==> src/rtl/bcm_pkg.sv <==
package bcm_pkg;
    localparam int PROT_W         = 8;
    localparam int TMO_LSB        = 0;
    localparam int TMO_W          = 2;
    localparam int BME_BIT        = 2;
    localparam int HME_BIT        = 3;
    localparam int STATUS_W       = 8;
    localparam int HALT_CAUSE_BIT = 4;

    // bus monitor on, 64-clock code, halt monitor off
    localparam logic [PROT_W-1:0] PROT_RESET = 8'h04;

    typedef enum logic [1:0] {
        CYC_IDLE  = 2'd0,
        CYC_COUNT = 2'd1,
        CYC_FAULT = 2'd2
    } cyc_state_e;

    typedef enum logic {
        CFG_OPEN   = 1'b0,
        CFG_LOCKED = 1'b1
    } cfg_state_e;

    typedef enum logic [1:0] {
        HLT_RUN  = 2'd0,
        HLT_REQ  = 2'd1,
        HLT_HOLD = 2'd2
    } hlt_state_e;
endpackage

==> src/rtl/bcm_prot_reg.sv <==
module bcm_prot_reg
    import bcm_pkg::*;
#(
    parameter int                 W         = PROT_W,
    parameter logic [PROT_W-1:0]  RESET_VAL = PROT_RESET
) (
    input  logic         clk,
    input  logic         rst_n,
    input  logic         wr,
    input  logic [W-1:0] wdata,
    output logic [W-1:0] cfg_q,
    output logic         locked
);
    cfg_state_e state_q, state_d;

    always_comb begin
        state_d = state_q;
        unique case (state_q)
            CFG_OPEN:   if (wr) state_d = CFG_LOCKED;
            CFG_LOCKED: state_d = CFG_LOCKED;
            default:    state_d = CFG_OPEN;
        endcase
    end

    always_ff @(posedge clk or negedge rst_n) begin
        if (!rst_n) state_q <= CFG_OPEN;
        else        state_q <= state_d;
    end

    always_ff @(posedge clk or negedge rst_n) begin
        if (!rst_n)                          cfg_q <= RESET_VAL[W-1:0];
        else if (state_q == CFG_OPEN && wr)  cfg_q <= wdata;
    end

    always_comb locked = (state_q == CFG_LOCKED);


    write_once_chk: assert property (@(posedge clk) disable iff (!rst_n)
        locked |=> $stable(cfg_q));
endmodule

==> src/rtl/bcm_cycle_fsm.sv <==
module bcm_cycle_fsm
    import bcm_pkg::*;
#(
    parameter int BASE_TIMEOUT = 64
) (
    input  logic             clk,
    input  logic             rst_n,
    input  logic             en,
    input  logic [TMO_W-1:0] code,
    input  logic             start,
    input  logic             ack,
    output logic             bus_err
);
    localparam int CNT_W = $clog2(BASE_TIMEOUT + 1);

    cyc_state_e       state_q, state_d;
    logic [CNT_W-1:0] cnt_q;
    logic [CNT_W-1:0] limit;
    logic             at_limit;

    always_comb limit = CNT_W'(BASE_TIMEOUT >> code);
    always_comb at_limit = (cnt_q == limit - CNT_W'(1));

    always_comb begin
        state_d = state_q;
        unique case (state_q)
            CYC_IDLE:  if (en && start) state_d = CYC_COUNT;
            CYC_COUNT: begin
                if (!en || ack)    state_d = CYC_IDLE;
                else if (at_limit) state_d = CYC_FAULT;
            end
            CYC_FAULT: state_d = CYC_IDLE;
            default:   state_d = CYC_IDLE;
        endcase
    end

    always_ff @(posedge clk or negedge rst_n) begin
        if (!rst_n) state_q <= CYC_IDLE;
        else        state_q <= state_d;
    end

    always_ff @(posedge clk or negedge rst_n) begin
        if (!rst_n)                   cnt_q <= '0;
        else if (state_q != CYC_COUNT) cnt_q <= '0;
        else                          cnt_q <= cnt_q + CNT_W'(1);
    end

    always_comb bus_err = (state_q == CYC_FAULT);


    ack_wins_chk: assert property (@(posedge clk) disable iff (!rst_n)
        ack |=> !bus_err);

    single_pulse_chk: assert property (@(posedge clk) disable iff (!rst_n)
        bus_err |=> !bus_err);

    disabled_quiet_chk: assert property (@(posedge clk) disable iff (!rst_n)
        (!en && $past(!en) && $past(!en, 2)) |-> !bus_err);
endmodule

==> src/rtl/bcm_halt_mon.sv <==
module bcm_halt_mon (
    input  logic clk,
    input  logic rst_n,
    input  logic en,
    input  logic halted,
    output logic req,
    output logic cause_seen
);
    import bcm_pkg::*;

    hlt_state_e state_q, state_d;

    always_comb begin
        state_d = state_q;
        unique case (state_q)
            HLT_RUN:  if (en && halted) state_d = HLT_REQ;
            HLT_REQ:  state_d = HLT_HOLD;
            HLT_HOLD: if (!halted) state_d = HLT_RUN;
            default:  state_d = HLT_RUN;
        endcase
    end

    always_ff @(posedge clk or negedge rst_n) begin
        if (!rst_n) state_q <= HLT_RUN;
        else        state_q <= state_d;
    end

    always_ff @(posedge clk or negedge rst_n) begin
        if (!rst_n)                  cause_seen <= 1'b0;
        else if (state_d == HLT_REQ) cause_seen <= 1'b1;
    end

    always_comb req = (state_q == HLT_REQ);


    halt_pulse_chk: assert property (@(posedge clk) disable iff (!rst_n)
        req |=> !req);

    cause_sticky_chk: assert property (@(posedge clk) disable iff (!rst_n)
        $past(cause_seen) |-> cause_seen);

    cause_with_req_chk: assert property (@(posedge clk) disable iff (!rst_n)
        req |-> cause_seen);
endmodule

==> src/rtl/bus_cycle_monitor.sv <==
module bus_cycle_monitor
    import bcm_pkg::*;
#(
    parameter int BASE_TIMEOUT = 64
) (
    input  logic                clk,
    input  logic                rst_n,
    input  logic                prot_wr,
    input  logic [PROT_W-1:0]   prot_wdata,
    input  logic                cyc_start,
    input  logic                cyc_ack,
    input  logic                cpu_halted,
    output logic                bus_err,
    output logic                halt_rst_req,
    output logic [STATUS_W-1:0] rst_status
);
    logic [PROT_W-1:0] cfg;
    logic              cfg_locked;
    logic              halt_seen;

    bcm_prot_reg u_prot (
        .clk    (clk),
        .rst_n  (rst_n),
        .wr     (prot_wr),
        .wdata  (prot_wdata),
        .cfg_q  (cfg),
        .locked (cfg_locked)
    );

    bcm_cycle_fsm #(.BASE_TIMEOUT(BASE_TIMEOUT)) u_cyc (
        .clk     (clk),
        .rst_n   (rst_n),
        .en      (cfg[BME_BIT]),
        .code    (cfg[TMO_LSB +: TMO_W]),
        .start   (cyc_start),
        .ack     (cyc_ack),
        .bus_err (bus_err)
    );

    bcm_halt_mon u_halt (
        .clk        (clk),
        .rst_n      (rst_n),
        .en         (cfg[HME_BIT]),
        .halted     (cpu_halted),
        .req        (halt_rst_req),
        .cause_seen (halt_seen)
    );

    always_comb begin
        rst_status                 = '0;
        rst_status[HALT_CAUSE_BIT] = halt_seen;
    end


    halt_gated_chk: assert property (@(posedge clk) disable iff (!rst_n)
        halt_rst_req |-> cfg[HME_BIT]);

    lock_kept_chk: assert property (@(posedge clk) disable iff (!rst_n)
        $past(cfg_locked) |-> cfg_locked);
endmodule

==> config.mk <==
export PLATFORM = sky130hd
export DESIGN_NAME = bus_cycle_monitor
export DESIGN_NICKNAME = d
export VERILOG_FILES = /design/src/rtl/bcm_pkg.sv /design/src/rtl/bcm_prot_reg.sv /design/src/rtl/bcm_cycle_fsm.sv /design/src/rtl/bcm_halt_mon.sv /design/src/rtl/bus_cycle_monitor.sv
export SDC_FILE = /design/constraint.sdc
export NUM_CORES = 1
export LEC_CHECK = 0
export ABC_AREA = 0
export CORE_UTILIZATION = 32
export CTS_BUF_LIST = sky130_fd_sc_hd__clkbuf_8 sky130_fd_sc_hd__clkbuf_16
export CTS_CLUSTER_SIZE = 14
export DETAILED_ROUTE_END_ITERATION = 6
export DONT_BUFFER_PORTS = 1
export PLACE_DENSITY = 0.5
export SYNTH_ARGS = -nofsm -noshare
export SYNTH_HDL_FRONTEND = slang
export SYNTH_SLANG_ARGS = --single-unit
==> constraint.sdc <==
create_clock -name clk -period 1.6 [get_ports clk]
set_input_delay 0.16 -clock clk [delete_from_list [all_inputs] [get_ports clk]]
set_output_delay 0.16 -clock clk [all_outputs]
set_load 0.02 [all_outputs]
==> impl_metrics.toml, run 1 <==
[detailed_routing]
drt_iter0_drc = 4
dr.pass1.iters = 2
vias = 468
avgRoutedWirePerCell_um = 11.0
ant_nets = 0
viasPerCell = 4.54
drc_errors = 0
drt-total-wl_mm = 1.13

[sta]
fin_crit_sh_pct = 79.8
setup_slack_ns = 0.324
finalCriticalPeriod_ns = 1.28
maxClockFrequency_mhz = 784
max_slew_margin_pct = 50.3
setup_tns_ns = 0
worstMarginPinSlew_ns = 0.742
maxSlewViolCount = 0
report.final.setup_viol = 0
finalHoldViolCount = 0
hold_slack_ns = 0.0184
rsz0062_at_grt = "no"
fin_skew_ns = 0.00304

[global_route]
track_usage_pct = 9.76
grt_pass1_vias = 429
grt_pass1_wl_mm = 1.90
grt_max_degree = 18
antenna_found_initial = 0
grt-ovfl-total = 0

[clocking]
clk_latency_ns = 0.25
clockBufferDepth = 2
clk_pin_slew_worst_paths_ns = 0.07
cts_tree = "yes"
cts_sinks = 17
root_buffer = "clkbuf_8"
ctsHtreeMaxLevel = 1
cts_made_buffers = 3

[logic_synthesis]
synth_area_um2 = 811
synth-simple-area-share_pct = 18.8
yosys.area_share.adder_pct = 1.54
yosysSeqAreaShare_pct = 52.6
ys.flop_type = "dfrtp_1"
yosysMostFrequentCell = "dfrtp_1"
synth_seq_cells = 17
synthArstFlopShare_pct = 100
synth_compound_area_share_pct = 5.25
synth_top_area_share_pct = 49.4
synth-edff-count = 0
synthXorXnorAreaFrac_pct = 6.48
yosys_warnings = 0
ys_types = 29
synthCells = 72
avgSynthCellArea_um2 = 11.3
synthTopCellsByArea = "dfrtp_1 (49%), buf_4 (7.4%), mux2_2 (5.6%)"
synth_commonest_cells = "dfrtp_1 (16), buf_4 (8), nor2_1 (6), xor2_1 (5), mux2_2 (4)"
yosys.area.top_type = "dfrtp_1"
synth_mux_area_share_pct = 5.56
synth_top_family_by_area = "simple AND/OR/NAND/NOR gates"

[layout]
nFillCells = 234
layout-drive-gt1-share_pct = 16.0
num-nets-final = 91
diodes = 0
final_area_um2 = 861
final_cells = 103
fin_util_pct = 37.5
area_delta_synth_final_pct = 6.17

[setup_path]
crit_type = "register to register"
startpoint_type = "register"
worstPathArrival_ns = 1.40
cpPeakStageDelay_ns = 0.44
crit_chain = "o21ai_0 > nand4b_1 > nor3_1 > o32ai_1"
worst_ep_required_time_ns = 1.72
cp_slowest_cell = "dfrtp_1"
worst_setup_path_end_kind = "register"
path_max_fanout = 5

[placed_design]
pre_cts_slack_ns = 0.318
port-buffer-count = 0
dp.cells = 98
placed_area_um2 = 805
gp_congestion = 0.667
place_hpwl_um = 853

[pwr]
p_total_uw = 870
ir_drop_mv = 0.653
power_density_mw_per_mm2 = 1010
power_leakage_nw = 0.395

[outcome]
status = "completed"

[worst_hold_path]
hp-class = "input pin to register"

[floorplanning]
fp.dieH_um = 52.3
start_util_pct = 35.3
die_w_um = 52.3
coreArea_mm2 = 0.00230
die_area_mm2 = 0.00274
io_pins = 24
core.rowCount = 17

[job]
max_cap_violations = 0
power by group:
part	switching [mW]	leakage, nW	internal, mW	total, mW
Combinational	0.0452	0.153	0.0309	0.0760
Sequential	0.0218	0.216	0.457	0.479
Clock	0.142	0.0255	0.173	0.315
final timing paths:
| path | start | cells after the start | slack, ns | endpoint |
|---|---|---|---|---|
| max | u_prot.cfg_q[1] | 4 | 0.32 | u_cyc.state_q[0] |
| max in group asynchronous | rst_n | 1 | 0.72 | u_cyc.cnt_q[1] |
| max reg2reg | u_prot.cfg_q[1] | 4 | 0.32 | u_cyc.state_q[0] |
| min | prot_wr | 1 | 0.02 | u_prot.locked |
| min reg2reg | u_halt.state_q[0] | 1 | 0.46 | u_halt.state_q[0] |
| min in group asynchronous | rst_n | 1 | 0.41 | u_prot.locked |
placed cells by master, fill, tap and decap left out:
master         Yosys  routed
dfrtp_1           16      16
conb_1             1       7
nor2_1             6       6
xor2_1             5       5
mux2_2             4       4
nor2b_1            3       3
nand3_1            3       3
nand2_1            3       3
clkbuf_8           0       3
nand2b_1           2       2
o21ai_0            2       2
or2_2              2       2
nor4bb_1           1       1
nand3b_1           1       1
or3_1              1       1
a21oi_1            1       1
xnor2_1            1       1
inv_1              1       1
and3_1             1       1
or3b_1             1       1
nand4b_1           1       1
nor3b_1            1       1
a2bb2oi_1          1       1
nor3_1             1       1
o32ai_1            1       1
o21ba_1            1       1
ha_1               1       1
clkinv_2           0       1
dlygate4sd3_1      0       1
buf_4              8       1
dfstp_2            1       1
critical path, delay by kind of cell, from the launching register on:
kind	cells	cell delay, ns
AO/OA/AOI/OAI	2	0.32
AND/OR/NAND/NOR	2	0.40
flip-flops	1	0.44
logic make-up (layout without fill, tap and decap cells):
kind of cell	after synthesis	in the layout
AND/OR/NAND/NOR	27	27
buffers and inverters	10	7
adder cells (fa/ha/maj)	1	1
XOR/XNOR	6	6
other	1	7
multiplexers	4	4
flip-flops	17	17
AO/OA/AOI/OAI	6	6
registers in the layout, summed over array words and instances (netlist names):
signal             flops
u_cyc.cnt_q            7
u_halt.cause_seen      1
u_prot.locked          1
u_prot.cfg_q           4
u_cyc.state_q          2
u_halt.state_q         2
per-layer routing:
metal	up-vias	routed length, um	track usage (%)
met1	217	557	13.6
met3	2	46	1.74
li1	233	-	-
met2	16	511	14.1
met5	-	0	0
met4	0	14	5.26
timing repair:
| item | CTS | global route |
|---|---|---|
| endpoints found under the hold margin | 17 | 0 |
| resized for setup | 0 | 0 |
| hold buffers | 1 | 0 |
| buffers inserted | 0 | 0 |
layout make-up:
type                    instances  area, um^2  area share, %
flip-flops and latches         17         427           49.6
multi-input cells              51         332           38.5
clock buffers                   3        41.3           4.80
clock inverters                 1        5.00          0.581
repair buffers                  2        17.5           2.03
inverters                       1        3.75          0.436
well taps                      28        35.0           4.07
Power figures use the tool's default switching activity.
==> run 2, diff against run 1 <==
==> constraint.sdc (replaced) <==
create_clock -name clk -period 1.2 [get_ports clk]
set_input_delay 0.12 -clock clk [delete_from_list [all_inputs] [get_ports clk]]
set_output_delay 0.12 -clock clk [all_outputs]
set_load 0.02 [all_outputs]
==> impl_metrics.toml, run 2 (synthesis gave the netlist of run 1 again) <==
[global_route]
grt_max_degree = 18
globalRoute.busiestLayer = "met2"
track_usage_pct = 11.3
antenna_found_initial = 0
grt_pass1_vias = 506
grt_pass1_wl_mm = 2.24
met2_usage_pct = 17.1
met3_usage_pct = 2.03
grt-ovfl-total = 0
grtUsageMet1_pct = 15.5

[layout]
mostFrequentLayoutCells = "dfrtp_1 (16), buf_4 (10), conb_1 (7)"
area_delta_synth_final_pct = 20.2
diodes = 0
largest_reg_flops = 7
final_area_um2 = 975
largest_register = "u_cyc.cnt_q"
num-nets-final = 101
nFillCells = 228
mostFrequentLayoutCell = "dfrtp_1"
layout-drive-gt1-share_pct = 32.9
top_regs = "u_cyc.cnt_q: 7 flops, u_prot.cfg_q: 4 flops"

[sta]
setup_slack_ns = 0.0310
rsz0062_at_grt = "yes"
worstMarginPinSlew_ns = 0.730
maxSlewViolCount = 0
fin_crit_sh_pct = 97.4
finalCriticalPeriod_ns = 1.17
maxClockFrequency_mhz = 855
fin_skew_ns = 0.00294
finalHoldViolCount = 0
report.final.setup_viol = 0
hold_slack_ns = 0.0160
max_slew_margin_pct = 51.2

[setup_path]
path_delay_family = "flip-flops"
crit_type = "register to register"
path_max_fanout = 3
worst_setup_path_end_kind = "register"
rrSetupSlack_ns = 0.03
worstPathArrival_ns = 1.36
worst_ep_required_time_ns = 1.39
critical_path_buf_inv_count = 0
r2r-start = "u_prot.cfg_q[2]"
startpoint_type = "register"
crit_chain = "or3b_1 > o21ba_1"
cp_slowest_cell = "dfstp_2"
cpPeakStageDelay_ns = 0.54
r2r_end = "u_cyc.state_q[1]"
ff2ff_path_depth = 2

[floorplanning]
core.rowCount = 17
io_pins = 24
die_area_mm2 = 0.00274
die_w_um = 52.3
start_util_pct = 35.3
coreArea_mm2 = 0.00230
fp.dieH_um = 52.3

[placed_design]
pre_cts_slack_ns = -0.0811
gp_congestion = 0.761
placed_area_um2 = 880
port-buffer-count = 0
place_hpwl_um = 960

[clocking]
ctsHtreeMaxLevel = 1
clockBufferDepth = 2
clk_pin_slew_worst_paths_ns = 0.07
cts_sinks = 17
cts_made_buffers = 3
clk_latency_ns = 0.25
root_buffer = "clkbuf_8"
cts_tree = "yes"

[job]
max_cap_violations = 0

[detailed_routing]
drt_iter0_drc = 8
drt-total-wl_mm = 1.26
avgRoutedWirePerCell_um = 11.1
vias = 508
viasPerCell = 4.50
ant_nets = 0
drc_errors = 0
dr.pass1.iters = 2

[pwr]
power_leakage_nw = 0.451
power_density_mw_per_mm2 = 1230
ir_drop_mv = 0.652

[worst_hold_path]
min_from = "prot_wdata[0]"
hold_end = "u_prot.cfg_q[0]"
holdPathStages = 1
hp-class = "input pin to register"

[outcome]
status = "completed"
-- run 2: cell count changes in the layout (fill, tap and decap cells not counted), sizes merged --
cell / previous run / this run
buf: 1 / 10
dlygate4sd3: 1 / 2
-- run 2: timing repair --
item,CTS,global route
hold buffers,2,0
pin swaps,1,0
setup buffers,0,0
resized for setup,4,3
setup endpoints to repair,3,5
endpoints found under the hold margin,18,0
-- run 2: worst max path at each step --
stage,from,to,slack (ns),depth (start not counted)
after floorplan,u_cyc.state_q[1],u_cyc.state_q[1],-0.05,4
after global placement,u_prot.cfg_q[1],u_cyc.state_q[0],-0.07,4
after detailed placement,u_prot.cfg_q[1],u_cyc.state_q[0],-0.08,4
after CTS,u_prot.locked,u_prot.cfg_q[1],0.02,2
after global routing,u_prot.cfg_q[2],u_cyc.state_q[1],-0.04,2
final,u_prot.cfg_q[2],u_cyc.state_q[1],0.03,2
-- run 2: cell type report --
class	instances	area, um^2	share of cell area (%)
inverter	1	3.75	0.385
multi-input combinational	51	368	37.7
timing repair buffer	12	95.1	9.76
sequential	17	427	43.8
tap	28	35.0	3.59
clock buffer	3	41.3	4.24
clock inverter	1	5.00	0.513
-- run 2: power breakdown --
group          total (mW)  switching (mW)  internal, mW
sequential          0.637          0.0272         0.610
clock               0.423           0.193         0.230
combinational       0.140          0.0738        0.0663
-- run 2: stage by stage --
| stage | util (%) | TNS, ns | cells | total power, mW |
|---|---|---|---|---|
| CTS | 41.8 | 0 | 113 | 1.22 |
| global placement | 38.3 | -0.105 | 107 | 0.764 |
| floorplan | - | -0.0488 | 78 | 0.749 |
| global route | 42.4 | -0.0701 | 113 | 1.26 |
| detailed placement | 38.3 | -0.122 | 107 | 0.767 |
| finish | 42.4 | 0 | 113 | 1.20 |
-- run 2: worst reg2reg max path: stages, from the launching register on --
cell and delay (ns):
dfstp_2 0.54, or3b_1 0.36, o21ba_1 0.22
-- run 2: routing by layer --
metal / share of wire (%) / vias to the layer above
li1: - / 249
met1: 48 / 245
met2: 47 / 12
met3: 3.7 / 2
met4: 0.87 / 0
met5: 0 / -
